`src/rtl/vt_pkg.sv`:
```
package vt_pkg;
  typedef enum logic [2:0] {
    S_IDLE, S_SET, S_WAIT_HI, S_CLR, S_WAIT_LO, S_MON, S_MOFF
  } seq_st_t;

  typedef enum logic [1:0] {
    ST_IDLE = 2'b00,
    ST_OK   = 2'b01,
    ST_TMO  = 2'b10
  } stat_t;
endpackage

```
`src/rtl/vt_wait_timer.sv`:
```
module vt_wait_timer #(
  parameter int TIMEOUT = 100000,
  localparam int CW = $clog2(TIMEOUT + 1)
) (
  input  logic clk,
  input  logic rst,
  input  logic load,
  input  logic step,
  output logic expired
);
  logic [CW-1:0] cnt_q;

  always_ff @(posedge clk) begin
    if (rst)                     cnt_q <= '0;
    else if (load)               cnt_q <= CW'(TIMEOUT);
    else if (step && cnt_q != 0) cnt_q <= cnt_q - 1'b1;
  end

  assign expired = (cnt_q == '0);


  cnt_bound_chk: assert property (@(posedge clk) disable iff (rst)
    cnt_q <= CW'(TIMEOUT));
endmodule

```
`src/rtl/vt_phy_lane.sv`:
```
module vt_phy_lane (
  input  logic clk,
  input  logic rst,
  input  logic hit,
  input  logic start_set,
  input  logic start_clr,
  input  logic use_wr,
  input  logic mode_on,
  input  logic mode_off,
  output logic wr_start_o,
  output logic rd_start_o,
  output logic wlvl_o,
  output logic cacal_o
);
  always_ff @(posedge clk) begin
    if (rst) begin
      wr_start_o <= 1'b0;
      rd_start_o <= 1'b0;
      wlvl_o     <= 1'b0;
      cacal_o    <= 1'b0;
    end else if (hit) begin
      if (start_set) begin
        if (use_wr) wr_start_o <= 1'b1;
        else        rd_start_o <= 1'b1;
      end
      if (start_clr) begin
        if (use_wr) wr_start_o <= 1'b0;
        else        rd_start_o <= 1'b0;
      end
      if (mode_on) begin
        wlvl_o  <= 1'b1;
        cacal_o <= 1'b1;
      end
      if (mode_off) begin
        wlvl_o  <= 1'b0;
        cacal_o <= 1'b0;
      end
    end
  end


  lane_pulse_width_chk: assert property (@(posedge clk) disable iff (rst)
    wlvl_o |=> !wlvl_o);
endmodule

```
`src/rtl/vt_train_seq.sv`:
```
module vt_train_seq
  import vt_pkg::*;
#(
  parameter int NUM_PHY = 2,
  parameter int TIMEOUT = 100000,
  localparam int IW = (NUM_PHY > 1) ? $clog2(NUM_PHY) : 1
) (
  input  logic               clk,
  input  logic               rst,
  input  logic               go,
  input  logic               dir_wr,
  input  logic [NUM_PHY-1:0] phy_done,
  output logic [NUM_PHY-1:0] wr_start,
  output logic [NUM_PHY-1:0] rd_start,
  output logic [NUM_PHY-1:0] wlvl_mode,
  output logic [NUM_PHY-1:0] cacal_mode,
  output logic               busy,
  output logic [1:0]         status
);
  localparam logic [IW-1:0] LAST_IDX = IW'(NUM_PHY - 1);

  seq_st_t       st_q;
  stat_t         stat_q;
  logic [IW-1:0] idx_q;
  logic          dir_q, busy_q;
  logic          all_done, expired, tmr_load, tmr_step;
  logic          in_wait, at_last;

  assign all_done = &phy_done;
  assign at_last  = (idx_q == LAST_IDX);
  assign in_wait  = (st_q == S_WAIT_HI) || (st_q == S_WAIT_LO);
  assign tmr_load = ((st_q == S_SET) || (st_q == S_CLR)) && at_last;
  assign tmr_step = in_wait && !all_done;

  vt_wait_timer #(.TIMEOUT(TIMEOUT)) timer_i (
    .clk(clk), .rst(rst), .load(tmr_load), .step(tmr_step), .expired(expired)
  );

  always_ff @(posedge clk) begin
    if (rst) begin
      st_q   <= S_IDLE;
      stat_q <= ST_IDLE;
      idx_q  <= '0;
      dir_q  <= 1'b0;
      busy_q <= 1'b0;
    end else begin
      unique case (st_q)
        S_IDLE: if (go) begin
          busy_q <= 1'b1;
          stat_q <= ST_IDLE;
          dir_q  <= dir_wr;
          idx_q  <= '0;
          st_q   <= S_SET;
        end
        S_SET, S_CLR: begin
          if (at_last) begin
            idx_q <= '0;
            st_q  <= (st_q == S_SET) ? S_WAIT_HI : S_WAIT_LO;
          end else begin
            idx_q <= idx_q + 1'b1;
          end
        end
        S_WAIT_HI, S_WAIT_LO: begin
          if (all_done) begin
            st_q <= (st_q == S_WAIT_HI) ? S_CLR : S_MON;
          end else if (expired) begin
            st_q   <= S_IDLE;
            busy_q <= 1'b0;
            stat_q <= ST_TMO;
          end
        end
        S_MON: st_q <= S_MOFF;
        S_MOFF: begin
          if (at_last) begin
            st_q   <= S_IDLE;
            busy_q <= 1'b0;
            stat_q <= ST_OK;
          end else begin
            idx_q <= idx_q + 1'b1;
            st_q  <= S_MON;
          end
        end
        default: st_q <= S_IDLE;
      endcase
    end
  end

  for (genvar g = 0; g < NUM_PHY; g++) begin : g_lane
    vt_phy_lane lane_i (
      .clk(clk), .rst(rst),
      .hit(idx_q == IW'(g)),
      .start_set(st_q == S_SET),
      .start_clr(st_q == S_CLR),
      .use_wr(dir_q),
      .mode_on(st_q == S_MON),
      .mode_off(st_q == S_MOFF),
      .wr_start_o(wr_start[g]),
      .rd_start_o(rd_start[g]),
      .wlvl_o(wlvl_mode[g]),
      .cacal_o(cacal_mode[g])
    );
  end

  assign busy   = busy_q;
  assign status = stat_q;


  busy_status_chk: assert property (@(posedge clk) disable iff (rst)
    busy |-> status == ST_IDLE);

  one_lane_mode_chk: assert property (@(posedge clk) disable iff (rst)
    $onehot0(wlvl_mode));

  mode_after_clear_chk: assert property (@(posedge clk) disable iff (rst)
    (|wlvl_mode) |-> ((dir_q ? wr_start : rd_start) == '0));

  other_dir_stable_chk: assert property (@(posedge clk) disable iff (rst)
    (busy && !dir_q) |=> $stable(wr_start));

  ok_after_pulse_chk: assert property (@(posedge clk) disable iff (rst)
    (status == ST_OK && $past(status) != ST_OK) |-> $past(wlvl_mode[NUM_PHY-1]));
endmodule

```
`config.mk`:
```
export PLATFORM = sky130hd
export DESIGN_NAME = vt_train_seq
export DESIGN_NICKNAME = d
export VERILOG_FILES = /design/src/rtl/vt_pkg.sv /design/src/rtl/vt_wait_timer.sv /design/src/rtl/vt_phy_lane.sv /design/src/rtl/vt_train_seq.sv
export SDC_FILE = /design/constraint.sdc
export NUM_CORES = 1
export LEC_CHECK = 0
export ABC_AREA = 1
export CAP_MARGIN = 20
export CORE_MARGIN = 3
export CORE_UTILIZATION = 56
export DETAILED_ROUTE_END_ITERATION = 10
export DONT_BUFFER_PORTS = 1
export GPL_TIMING_DRIVEN = 0
export PLACE_DENSITY_LB_ADDON = 0.25
export SYNTH_ARGS = -nofsm -noshare
export SYNTH_HDL_FRONTEND = slang
export SYNTH_HIERARCHICAL = 1
export SYNTH_SLANG_ARGS = --single-unit
export TNS_END_PERCENT = 30
```
`constraint.sdc`:
```
create_clock -name clk -period 1.6 [get_ports clk]
set_clock_uncertainty 0.2 [all_clocks]
set_input_delay 0.32 -clock clk [delete_from_list [all_inputs] [get_ports clk]]
set_output_delay 0.32 -clock clk [all_outputs]
set_load 0.05 [all_outputs]
```
==> reports/results.ini <==
[synth]
synth_cells=288
yosys_warnings=6
synth_top_family_by_area=simple AND/OR/NAND/NOR gates
synth-compound-area-share_pct=8.344
ys_types=29
synth_xor_xnor_area_share_pct=3.738
syn-num-nets=295
synth-simple-area-share_pct=42.39
synthMuxAreaShare_pct=0
syn_area_um2=1874
ys_ff_latch=31
synth_area_per_cell_um2=6.508
synthAdderAreaFrac_pct=0.6676
ys_seq_area_share_pct=33.11

[timing]
fin_ws_ps=-130.2
setup_total_negative_slack_ps=-1205
tightest_slew_ps=514.4
slew_viol_final=0
slew-limit-headroom_pct=65.66
hold_viol=0
setup-violations-final=20
period_needed_ps=1730
max_clock_freq_mhz=578.0
post-route-period-util_pct=108.1
rsz0062_at_grt=yes

[grt]
gr-max-usage-layer=met2
grt_pass1_vias=1740
use_met1_pct=30.46
grt_util_met3_pct=7.733
met2_usage_pct=37.29
grt_max_degree=12
antenna_found_initial=0
overflow=0
grt_pass1_wl_mm=7.769
track_usage_pct=24.16

[floorplan]
coreArea_um2=3128
core.rowCount=20
dieArea_um2=4077
top_level_ports=17
die_y_um=63.85
die_width_um=63.85
initial_utilization_pct=59.92

[critical_path]
cp_slowest_cell=dfxtp_2
arrival_ps=1810
required_ps=1680
crit_chain=inv_2 > ha_4 > nand2_4 > nor2_4 > nand3_4 > inv_2 > inv_2 > nand3_2 > nand3_4 > nand2_2 > nand2_1 > nor2_2
start_kind=flop
endpoint_kind=flop
worst-path-buf-inv=3
rr_worst_depth=12
cp_top_family=simple AND/OR/NAND/NOR gates
path_class=reg2reg
crit_cells=12
crit_top_cell=inv_2
crit_fanout=6
cpPeakStageDelay_ps=340

[final_layout]
ff_latch_area_um2=649.4
multi_input_area_um2=1175
syn_to_final_growth_pct=29.51
fillers=206
nets=331
diodes=0
drive_gt1_share_pct=34.15

[route]
wl_per_cell_um=13.46
dr.pass1.iters=5
routed_wl_mm=4.966
drc=0
drtAntennaViolNets=0
via_per_inst=5.401
vias=1993
initialDrtViolationCount=134

[place]
portBuffers=0
gp_congestion=0.8802
hpwl_mm=2.853

[cts]
cts_sinks=31
clockBufferDepth=2
h-tree-depth=2
cts_tree=done
cts.clk_slew.worst_paths_ps=110
cts_inserted_buffers=5
cts_root_buffer=clkbuf_4
clk_latency_ps=350

[worst_hold_path]
holdPathStages=2
worstHoldPathType=in2reg

[outcome]
outcome=finished with violations
violations=negative setup slack

[job]
maxCapViolCount=0

-- worst paths after layout --
check / startpoint / end / slack, ps
setup / recovery: timer_i/cnt_q[1] / st_q[2] / -130
hold / removal: go / dir_q / 30
setup reg to reg: timer_i/cnt_q[1] / st_q[2] / -130
hold reg to reg: timer_i/cnt_q[16] / timer_i/cnt_q[16] / 270
-- through the flow --
step | util [%] | setup WS (ps) | cells | hold WS [ps] | instance area (um^2)
after detailed placement | 62.80 | -213.6 | 332 | 194.9 | 1964
after CTS | 72.36 | -80.09 | 362 | -180.3 | 2263
final | 77.60 | -130.2 | 369 | 30.79 | 2427
after global placement | 62.80 | -202.4 | 332 | 193.2 | 1964
after floorplan | - | 3.119 | 288 | 189.1 | 1909
after global routing | 77.60 | -211.8 | 369 | 25.15 | 2427
-- kinds of logic after synthesis --
| group | count (synthesis) |
|---|---|
| and+or+nand+nor | 170 |
| buffers and inverters | 49 |
| DFF | 31 |
| AOI/OAI and AO/OA | 29 |
| xor gates and xnor gates | 8 |
| adders and majority gates | 1 |
-- cell type report --
| class | instances | share of cell area, % |
|---|---|---|
| multi-input combinational | 208 | 48.40 |
| sequential | 31 | 26.75 |
| timing repair buffer | 28 | 9.485 |
| inverter | 44 | 7.216 |
| tap | 44 | 2.268 |
| buffer | 5 | 2.165 |
| clock buffer | 6 | 2.113 |
| clock inverter | 2 | 1.443 |
| timing repair inverter | 1 | 0.1546 |
-- layout by cell type, fill, tap and decap left out, drive strengths merged --
cell and count:
a21oi 21, bufinv 1, xor2 4, clkinv 4, buf 25, nand4 4
nand3 29, nand3b 3, inv 42, xnor2 4, dlygate4sd3 8, ha 1
dfxtp 31, clkbuf 6, o21ai 5, a31oi 3, nand2 82, nor3 3
nor2 49
-- Yosys cell counts, drive strengths merged --
cell type,instances,area share (%)
nand3b,3,1.2
inv,42,8.5
o21ai,5,1.5
nor2,49,12
ha,1,0.67
xor2,4,1.9
nand3,29,9.2
dfxtp,31,33
nand2,82,18
a31oi,3,1.0
clkinv,2,0.40
xnor2,4,1.9
nor3,3,0.80
buf,5,2.8
a21oi,21,5.8
nand4,4,1.3
-- per-layer routing --
metal	part of all wire, %	wire, um
met5	0	0
met4	3.9	196
met3	9.9	492
met2	46	2294
met1	40	1983
-- repair_timing --
action                                  in CTS  in global routing
endpoints found under the setup margin      29                 27
gates resized for setup                     20                 35
buffers inserted                            14                  6
cloned                                       1                  0
hold buffers                                 7                  1
hold endpoints to repair                    22                 11
pin swaps                                   10                 14
Power is left out: the tool's default activity adds up to more than one toggle a clock period on the data nets, which glitch-free logic cannot reach.
